### config.mk
export PLATFORM = sky130hd
export DESIGN_NAME = park_fare_ctrl
export DESIGN_NICKNAME = d
export VERILOG_FILES = /design/src/rtl/park_fare_pkg.sv /design/src/rtl/pf_btn_edge.sv /design/src/rtl/pf_bcd_conv.sv /design/src/rtl/pf_pay_seq.sv /design/src/rtl/park_fare_ctrl.sv
export SDC_FILE = /design/constraint.sdc
export NUM_CORES = 1
export LEC_CHECK = 0
export ABC_AREA = 1
export BUFFER_PORTS_ARGS = -buffer_cell sky130_fd_sc_hd__buf_2
export CAP_MARGIN = 20
export CORE_ASPECT_RATIO = 1.5
export CORE_MARGIN = 3
export CORE_UTILIZATION = 30
export DETAILED_ROUTE_END_ITERATION = 8
export PLACE_DENSITY = 0.42
export SLEW_MARGIN = 20
export SYNTH_ARGS = -nofsm -noshare
export SYNTH_HDL_FRONTEND = slang
export SYNTH_SLANG_ARGS = --single-unit
### constraint.sdc
create_clock -name clk -period 9.4 [get_ports clk]
set_clock_uncertainty 0.15 [all_clocks]
set_input_delay 0.94 -clock clk [delete_from_list [all_inputs] [get_ports clk]]
set_output_delay 0.94 -clock clk [all_outputs]
set_load 0.01 [all_outputs]
### src/rtl/park_fare_pkg.sv
package park_fare_pkg;

  typedef enum logic [1:0] {
    ST_INSERT = 2'd0,
    ST_REMOVE = 2'd1,
    ST_DUE    = 2'd2,
    ST_PAID   = 2'd3
  } pay_stage_e;

  // Button positions inside the conditioned event vector
  localparam int unsigned BTN_C50   = 0;
  localparam int unsigned BTN_C20   = 1;
  localparam int unsigned BTN_C10   = 2;
  localparam int unsigned BTN_TKT   = 3;
  localparam int unsigned BTN_COUNT = 4;

  // Non-decimal nibbles the glyph decoder maps to prompt text
  localparam logic [3:0] GLYPH_INSERT = 4'hA;
  localparam logic [3:0] GLYPH_REMOVE = 4'hB;

endpackage

### src/rtl/pf_btn_edge.sv
module pf_btn_edge #(
  parameter int unsigned N        = 4,
  parameter int unsigned FALL_IDX = N - 1
) (
  input  logic         clk,
  input  logic         rst_n,
  input  logic [N-1:0] raw_i,
  output logic [N-1:0] rise_o,
  output logic         fall_o
);

  logic [N-1:0] meta_q;
  logic [N-1:0] sync_q;
  logic [N-1:0] prev_q;

  generate
    for (genvar i = 0; i < N; i++) begin : g_btn
      always_ff @(posedge clk or negedge rst_n) begin
        if (!rst_n) begin
          meta_q[i] <= 1'b0;
          sync_q[i] <= 1'b0;
          prev_q[i] <= 1'b0;
        end else begin
          meta_q[i] <= raw_i[i];
          sync_q[i] <= meta_q[i];
          prev_q[i] <= sync_q[i];
        end
      end
      assign rise_o[i] = sync_q[i] & ~prev_q[i];
    end
  endgenerate

  assign fall_o = prev_q[FALL_IDX] & ~sync_q[FALL_IDX];

endmodule

### src/rtl/pf_bcd_conv.sv
module pf_bcd_conv #(
  parameter int unsigned BIN_W  = 8,
  parameter int unsigned DIGITS = 3
) (
  input  logic [BIN_W-1:0]    bin_i,
  output logic [4*DIGITS-1:0] bcd_o
);

  localparam int unsigned SH_W = 4 * DIGITS + BIN_W;

  logic [SH_W-1:0] sh;

  // Shift-and-add-three conversion, fully combinational
  always_comb begin
    sh = '0;
    sh[BIN_W-1:0] = bin_i;
    for (int b = 0; b < BIN_W; b++) begin
      for (int d = 0; d < DIGITS; d++) begin
        if (sh[BIN_W + 4*d +: 4] >= 4'd5) begin
          sh[BIN_W + 4*d +: 4] = sh[BIN_W + 4*d +: 4] + 4'd3;
        end
      end
      sh = sh << 1;
    end
    bcd_o = sh[BIN_W +: 4*DIGITS];
  end

endmodule

### src/rtl/pf_pay_seq.sv
module pf_pay_seq
  import park_fare_pkg::*;
#(
  parameter int unsigned FARE_PENCE   = 150,
  parameter int unsigned DWELL_CYCLES = 50_000_000,
  parameter int unsigned COIN_HI      = 50,
  parameter int unsigned COIN_MID     = 20,
  parameter int unsigned COIN_LO      = 10,
  localparam int unsigned AMT_W       = $clog2(FARE_PENCE + 1)
) (
  input  logic                 clk,
  input  logic                 rst_n,
  input  logic [BTN_COUNT-1:0] rise_i,
  input  logic                 tkt_fall_i,
  output pay_stage_e           stage_o,
  output logic [AMT_W-1:0]     amount_o
);

  localparam int unsigned CNT_W  = (DWELL_CYCLES > 1) ? $clog2(DWELL_CYCLES) : 1;
  localparam logic [CNT_W-1:0] DONE_V = CNT_W'(DWELL_CYCLES - 1);
  localparam logic [AMT_W-1:0] FARE_V = AMT_W'(FARE_PENCE);
  localparam logic [AMT_W-1:0] HI_V   = AMT_W'(COIN_HI);
  localparam logic [AMT_W-1:0] MID_V  = AMT_W'(COIN_MID);
  localparam logic [AMT_W-1:0] LO_V   = AMT_W'(COIN_LO);

  pay_stage_e       stage_q, stage_d;
  logic [AMT_W-1:0] amount_q, amount_d;
  logic [CNT_W-1:0] dwell_q, dwell_d;
  logic             dwell_done;
  logic             dwell_en;
  logic             amount_en;
  logic             coin_hit;
  logic [AMT_W-1:0] coin_val;

  assign dwell_done = (dwell_q == DONE_V);

  // Fixed priority: highest coin value wins
  always_comb begin
    coin_hit = 1'b1;
    coin_val = '0;
    if (rise_i[BTN_C50]) begin
      coin_val = HI_V;
    end else if (rise_i[BTN_C20]) begin
      coin_val = MID_V;
    end else if (rise_i[BTN_C10]) begin
      coin_val = LO_V;
    end else begin
      coin_hit = 1'b0;
    end
  end

  always_comb begin
    stage_d  = stage_q;
    amount_d = amount_q;
    unique case (stage_q)
      ST_INSERT: begin
        if (dwell_done && rise_i[BTN_TKT]) stage_d = ST_REMOVE;
      end
      ST_REMOVE: begin
        if (dwell_done && tkt_fall_i) stage_d = ST_DUE;
      end
      ST_DUE: begin
        if (coin_hit) begin
          if (coin_val >= amount_q) begin
            amount_d = '0;
            stage_d  = ST_PAID;
          end else begin
            amount_d = amount_q - coin_val;
          end
        end
      end
      ST_PAID: begin
        if (dwell_done) begin
          stage_d  = ST_INSERT;
          amount_d = FARE_V;
        end
      end
      default: stage_d = ST_INSERT;
    endcase
  end

  assign amount_en = (amount_d != amount_q);

  // Dwell counter restarts on every stage change and saturates
  always_comb begin
    dwell_en = 1'b1;
    if (stage_d != stage_q) begin
      dwell_d = '0;
    end else if (!dwell_done) begin
      dwell_d = dwell_q + 1'b1;
    end else begin
      dwell_d  = dwell_q;
      dwell_en = 1'b0;
    end
  end

  always_ff @(posedge clk or negedge rst_n) begin
    if (!rst_n) begin
      stage_q <= ST_INSERT;
    end else begin
      stage_q <= stage_d;
    end
  end

  always_ff @(posedge clk or negedge rst_n) begin
    if (!rst_n) begin
      amount_q <= FARE_V;
    end else if (amount_en) begin
      amount_q <= amount_d;
    end
  end

  always_ff @(posedge clk or negedge rst_n) begin
    if (!rst_n) begin
      dwell_q <= '0;
    end else if (dwell_en) begin
      dwell_q <= dwell_d;
    end
  end

  assign stage_o  = stage_q;
  assign amount_o = amount_q;

endmodule

### src/rtl/park_fare_ctrl.sv
module park_fare_ctrl
  import park_fare_pkg::*;
#(
  parameter int unsigned FARE_PENCE   = 150,
  parameter int unsigned DWELL_CYCLES = 50_000_000,
  parameter int unsigned COIN_HI      = 50,
  parameter int unsigned COIN_MID     = 20,
  parameter int unsigned COIN_LO      = 10
) (
  input  logic        clk,
  input  logic        rst_n,
  input  logic        coin50_i,
  input  logic        coin20_i,
  input  logic        coin10_i,
  input  logic        ticket_i,
  output logic [1:0]  stage_o,
  output logic [15:0] disp_bcd_o
);

  localparam int unsigned AMT_W    = $clog2(FARE_PENCE + 1);
  localparam int unsigned AMT_DIGS = 3;

  logic [BTN_COUNT-1:0]  raw_w;
  logic [BTN_COUNT-1:0]  rise_w;
  logic                  tkt_fall_w;
  pay_stage_e            stage_w;
  logic [AMT_W-1:0]      amount_w;
  logic [4*AMT_DIGS-1:0] bcd_w;

  always_comb begin
    raw_w          = '0;
    raw_w[BTN_C50] = coin50_i;
    raw_w[BTN_C20] = coin20_i;
    raw_w[BTN_C10] = coin10_i;
    raw_w[BTN_TKT] = ticket_i;
  end

  pf_btn_edge #(
    .N        (BTN_COUNT),
    .FALL_IDX (BTN_TKT)
  ) u_edge (
    .clk    (clk),
    .rst_n  (rst_n),
    .raw_i  (raw_w),
    .rise_o (rise_w),
    .fall_o (tkt_fall_w)
  );

  pf_pay_seq #(
    .FARE_PENCE   (FARE_PENCE),
    .DWELL_CYCLES (DWELL_CYCLES),
    .COIN_HI      (COIN_HI),
    .COIN_MID     (COIN_MID),
    .COIN_LO      (COIN_LO)
  ) u_seq (
    .clk        (clk),
    .rst_n      (rst_n),
    .rise_i     (rise_w),
    .tkt_fall_i (tkt_fall_w),
    .stage_o    (stage_w),
    .amount_o   (amount_w)
  );

  pf_bcd_conv #(
    .BIN_W  (AMT_W),
    .DIGITS (AMT_DIGS)
  ) u_bcd (
    .bin_i (amount_w),
    .bcd_o (bcd_w)
  );

  always_comb begin
    unique case (stage_w)
      ST_INSERT: disp_bcd_o = {4{GLYPH_INSERT}};
      ST_REMOVE: disp_bcd_o = {4{GLYPH_REMOVE}};
      default:   disp_bcd_o = {4'h0, bcd_w};
    endcase
  end

  assign stage_o = stage_w;

endmodule

After elaboration in Yosys (flattened, before gate mapping):

Cells that the tools add are included.

* shift operators: 0
* bitwise operators: 10
* reductions and logical operators: 4
* multiplexer cells: 39
* div/mod/pow operators: 0
* $add $sub $neg: 20
* magnitude comparators: 19
* multiply operators: 0
* equal/unequal tests: 7

Operators with widths (count)
* 4-bit by 3-bit >= comparator with 1-bit output, second input constant: 15
* 26-bit 2-to-1 mux: 2
* 4-bit 2-to-1 mux: 13
* 4-bit by 2-bit adder with 4-bit output, second input constant: 11
* 8-bit 2-to-1 mux: 5
* 16-bit case mux with 2 select lines: 1
* 26-bit by 1-bit adder with 26-bit output, second input constant: 1
* 26-bit == test, second input constant: 1
* 3-bit 2-to-1 mux: 6
* 8-bit case mux with 2 select lines: 1
* 3-bit by 2-bit adder with 3-bit output, second input constant: 4
* 2-bit 2-to-1 mux: 5
* 8-bit >= comparator: 1
* 8-bit inequality test: 1
* 2-bit case mux with 4 select lines: 1
* 8-bit subtractor: 1
* 1-bit by 2-bit adder with 3-bit output, second input constant: 2
* 1-bit by 3-bit >= comparator with 1-bit output, second input constant: 2
* 1-bit bitwise AND: 5
* 1-bit 2-to-1 mux: 5
* 1-bit NOT: 5
* 2-bit == test, second input constant: 2
* 1-bit by 2-bit adder with 3-bit output, both inputs constant: 1
* 1-bit by 3-bit >= comparator with 1-bit output, both inputs constant: 1
* 6 further kinds: 7

* bits in read-only memories: 0
* bits of input ports: 6
* memories kept: 0
* output and inout port bits: 18
* bits in writable memories: 0
* logic and storage cells: 114
* register bits after elaboration: 48
* bits in latches: 0

Longest topological paths before layout:

* word-level depth: 15
* depth in mapped cells: 34
* mapped depth without buffers: 34

By module:

Synthesis repeated with hierarchy kept, for this count alone.

* cells, all modules: 480
* area total of the unflattened synthesis: 3544.6 um2

Modules (own cells, without submodules)
* pf_pay_seq: cells each 292, sequential area each 905.9 um2, times used 1, area each 2339.7 um2
* pf_bcd_conv: cells each 135, sequential area each 0.0 um2, times used 1, area each 728.2 um2
* pf_btn_edge: cells each 22, sequential area each 300.3 um2, times used 1, area each 337.8 um2
* park_fare_ctrl: cells each 31, sequential area each 0.0 um2, times used 1, area each 138.9 um2

Least setup slack after synthesis:

Ideal clock, no wire load.

* path kind: reg2out
* start: register u_seq.amount_q[6], in the netlist u_seq.amount_o[6]
* end: output port disp_bcd_o[6]
* buffers on the path: 0
* slack: 4.887 ns
* stages on the path, launching flop included: 34
* arrival: 3.423 ns
* data required time: 8.310 ns
* cells stage by stage: dfrtp_1 inv_2 ha_1 nand2_4 nand2_1 nand2_1 nand2_1 ha_1 inv_1 nand2_1 nand3_1 nand2_1 nand2_1 nand2_1 inv_1 ha_1 inv_1 nor2_1 nor2_1 nand3_1 nand2_2 nor2_1 inv_1 ha_1 inv_1 nand3_1 nand2_1 inv_1 ha_1 inv_1 nand2_2 nand3_4 o21ai_1 nor2_1

* cells in the longest elaborated chain, start to end: 13
* elaborated cells between the ends (all ways): 31
* those cells by class: add/sub: 10; order compare: 10; mux: 11

RTL lines
* from (decl): RTL line pf_pay_seq.sv:27 `logic [AMT_W-1:0] amount_q, amount_d;`
* from (signal assigned): RTL line pf_pay_seq.sv:109 `amount_q <= amount_d;`
* 4-bit by 2-bit adder with 4-bit output / 4-bit by 3-bit >= comparator with 1-bit output (equally long branches): RTL line pf_bcd_conv.sv:20, pf_bcd_conv.sv:19
* 4-bit 2-to-1 mux *: RTL line pf_bcd_conv.sv:19 `if (sh[BIN_W + 4*d +: 4] >= 4'd5) begin`
* 4-bit by 2-bit adder with 4-bit output / 4-bit by 3-bit >= comparator with 1-bit output (equally long branches): RTL line pf_bcd_conv.sv:20, pf_bcd_conv.sv:19
* 4-bit 2-to-1 mux: RTL line pf_bcd_conv.sv:19
* 4-bit by 2-bit adder with 4-bit output / 4-bit by 3-bit >= comparator with 1-bit output (equally long branches): RTL line pf_bcd_conv.sv:20, pf_bcd_conv.sv:19
* 4-bit 2-to-1 mux: RTL line pf_bcd_conv.sv:19
* 4-bit by 2-bit adder with 4-bit output / 4-bit by 3-bit >= comparator with 1-bit output (equally long branches): RTL line pf_bcd_conv.sv:20, pf_bcd_conv.sv:19
* 4-bit 2-to-1 mux: RTL line pf_bcd_conv.sv:19
* 4-bit by 2-bit adder with 4-bit output / 4-bit by 3-bit >= comparator with 1-bit output (equally long branches): RTL line pf_bcd_conv.sv:20, pf_bcd_conv.sv:19
* 4-bit 2-to-1 mux: RTL line pf_bcd_conv.sv:19
* 4-bit by 2-bit adder with 4-bit output / 4-bit by 3-bit >= comparator with 1-bit output (equally long branches): RTL line pf_bcd_conv.sv:20, pf_bcd_conv.sv:19
* 4-bit 2-to-1 mux *: RTL line pf_bcd_conv.sv:19
* 16-bit case mux with 2 select lines *: RTL line park_fare_ctrl.sv:73 `unique case (stage_w)`
* to (decl): RTL line park_fare_ctrl.sv:17 `output logic [15:0] disp_bcd_o`

Every way passes the cells marked *; elsewhere a longest branch is shown, timed or not.

Worst setup path in the final report:

Ends and elaborated chain as after synthesis.

==> run_results.csv <==
group,metric,value,unit
clock_network,cts_inserted_buffers,5,
clock_network,cts_sinks,48,
hold_path,min_to,"u_edge.sync_q[0]",
power,pwr_density_cell,111,mW/mm2
critical_path,critical_path_required,8310,ps
synth,post-synth-top-count-cell,"nand2_1",
finish,num_antenna_cells,0,
clock_network,cts_root_buf,"clkbuf_16",
synth,synth_mux_area_frac,0.00286,
synth,synth.distinct_cells,43,
place,numPortBuffers,21,
timing,setup_slack,4130,ps
synth,synthTopCellsByCount,"nand2_1 (94), inv_1 (60), nor2_1 (45)",
critical_path,r2r_slack,6250,ps
synth,synth-compound-area-share,0.0594,
timing,period_needed,5270,ps
floorplan,start_util,0.311,
floorplan,pin_count,24,
clock_network,clockBufferDepth,2,
hold_path,hold_class,"flip-flop to flip-flop",
critical_path,crit_arrival,4180,ps
clock_network,cts_tree,"yes",
global_routing,grt_pass1_vias,3027,
route,dr.pass1.iters,4,
route,num_vias,2915,
finish,seq_area,0.00121,mm2
synth,synthAdderAreaFrac,0.0558,
floorplan,coreArea,0.0112,mm2
floorplan,rows,47,
clock_network,cts_resized,0,
timing,grt_setup_unrepaired,"false",
timing,fmax,190,MHz
synth,async_flop_share,1.00,
global_routing,grt_pass1_wl,14.2,mm
route,routed_via_density,4.63,
global_routing,grt_max_degree,49,
critical_path,worst-setup-path-type,"flip-flop to output port",
synth,synth_cells,459,
critical_path,slowest_stage,"dfrtp_1",
global_routing,grt-ovfl-total,0,
timing,slew_headroom,0.536,
finish,drive_gt1_frac,0.197,
clock_network,htreeDepth,2,
synth,synthXorXnorAreaFrac,0.0705,
critical_path,rr_endpoint,"u_seq.dwell_q[12]",
global_routing,gr-usage-all-layers,0.135,
route,routed_wl,8.03,mm
route,wl_per_cell,12.8,um
power,ir_drop,0.103,mV
route,ant_nets,0,
finish,area_growth,11.2,%
clock_network,post_cts_buffers,0,
synth,synth_edf_count,0,
power,p_total,0.431,mW
floorplan,die-area,0.0130,mm2
run_status,outcome,"finished clean",
synth,yosys_most_used_dff,"dfrtp_1",
clock_network,clk_pin_slew,60,ps
place,dp_hpwl,6.34,mm
synth,ys_seq_area_frac,0.345,
hold_path,hold_start,"u_edge.meta_q[0]",
critical_path,crit_path_frequent_cell,"nand2_1",
critical_path,cp-start-kind,"flip-flop",
synth,mappedNetlistArea,0.00350,mm2
clock_network,cts.hold.buffers_added,0,
timing,hold_violations,0,
critical_path,critPathMaxStageDelay,430,ps
finish,fillers,1207,
critical_path,worstSetupEndpointType,"output port",
place,dp_slack,4420,ps
place,gp_congestion,0.786,
power,p_leak,1.92,nW
timing,fin_crit_sh,0.561,
synth,syn_area_per_cell,7.62,um2
timing,report.final.slew_viol_count,0,
synth,synthTopCellsByArea,"dfrtp_1 (31%), nand2_1 (10%), inv_1 (6.4%)",
clock_network,insertion_delay,290,ps
critical_path,reg2reg_from,"u_edge.sync_q[0]",
critical_path,worstPathMaxFanout,5,
synth,yosys.area.top_type,"dfrtp_1",
global_routing,grt_antenna_before_repair,0,
synth,synth_simple_gate_area_frac,0.372,
floorplan,die_w,94.2,um
finish,nets,502,
synth,synth-seq-cells,48,
floorplan,dieHeight,138,um
hold_path,hold_path_depth,0,
finish,multi_input_area,0.00197,mm2
synth,synth_top_area_frac,0.315,
synth,synth_top_family_by_area,"simple AND/OR/NAND/NOR gates",
synth,yosys_warnings,0,
timing,tightest_slew,688,ps
timing,setup_tns,0,ps
route,drc,0,
route,drt_first_iter_violations,61,
timing,setup_viol_count_final,0,
critical_path,r2r_cells,19,
job,drv_cap,0,
-- per-stage QoR --
stage | utilization | std cells | instance area (um2) | hold WS, ps
floorplan | - | 460 | 3500 | 181
global placement | 0.332 | 621 | 3730 | 181
detailed placement | 0.332 | 621 | 3730 | 185
CTS | 0.346 | 629 | 3890 | 199
global route | 0.346 | 629 | 3890 | 201
finish | 0.346 | 629 | 3890 | 196
-- worst max-delay path, delay by kind of cell (launching register included) --
| kind | cells | cell delay (ps) |
|---|---|---|
| buffers and inverters | 9 | 740 |
| and+or+nand+nor | 20 | 1670 |
| AOI/OAI and AO/OA | 1 | 80 |
| DFF | 1 | 430 |
| adders and majority gates | 5 | 960 |
-- layout make-up --
class | count | area share
multi-input combinational | 337 | 0.506
clock buffer | 6 | 0.0331
clock inverter | 2 | 0.00901
timing repair buffer | 23 | 0.0309
inverter | 66 | 0.0640
tap | 147 | 0.0473
sequential | 48 | 0.310
-- cells by family after synthesis --
kind of cell	Yosys count
compound gates	34
xor+xnor	26
fa+ha+maj	15
buf+inv	75
flops	48
mux	1
other cells	1
simple gates	259
-- how the worst max path moves through the flow --
stage / startpoint / slack [ps] / end
detailed placement: u_seq.amount_o[6] / 4420 / disp_bcd_o[6]
global route: u_seq.amount_o[6] / 3620 / disp_bcd_o[6]
finish: u_seq.amount_o[6] / 4130 / disp_bcd_o[6]
floorplan: u_seq.amount_o[6] / 4890 / disp_bcd_o[6]
CTS: u_seq.amount_o[6] / 4090 / disp_bcd_o[6]
global placement: u_seq.amount_o[6] / 4600 / disp_bcd_o[6]
-- sequential cells by signal, indices dropped and copies added, names as in the netlist --
name and count:
u_edge.meta_q 4, u_edge.prev_q 4, u_edge.sync_q 4, u_seq.amount_o 8, u_seq.dwell_q 26, u_seq.stage_o 2
-- layer usage --
metal / GRT usage / share of wire / up-vias
met3: 0.0190 / 0.023 / 10
met5: 0 / 0 / -
met1: 0.148 / 0.39 / 1362
li1: - / - / 1514
met4: 0.0487 / 0.020 / 0
met2: 0.257 / 0.56 / 29
-- cells in the final DEF (no fill, tap or decap), drive strengths merged --
master,netlist,final
a21o,1,1
mux2i,1,1
nand3,47,47
nor4,6,6
o32ai,1,1
xnor2,10,10
nor4b,1,1
bufinv,0,1
o22ai,6,6
o211ai,3,3
nor3,10,10
nand4,11,11
dfrtp,44,44
nand3b,2,2
o21a,1,1
o21bai,1,1
inv,64,64
fa,1,1
ha,14,14
nand2,113,113
o21ai,16,16
a21oi,4,4
buf,8,23
clkinv,2,3
xor2,16,16
nor2,69,69
conb,1,2
dfstp,4,4
o311ai,1,1
clkbuf,1,6
-- power by group --
part	leakage [nW]	switching (mW)	internal, mW	total, mW
registers	0.614	0.000826	0.209	0.210
logic	1.22	0.0140	0.00617	0.0202
clock network	0.0808	0.0759	0.125	0.201
total	1.92	0.0908	0.341	0.431
Note: power is estimated with default switching activity, not from simulation.
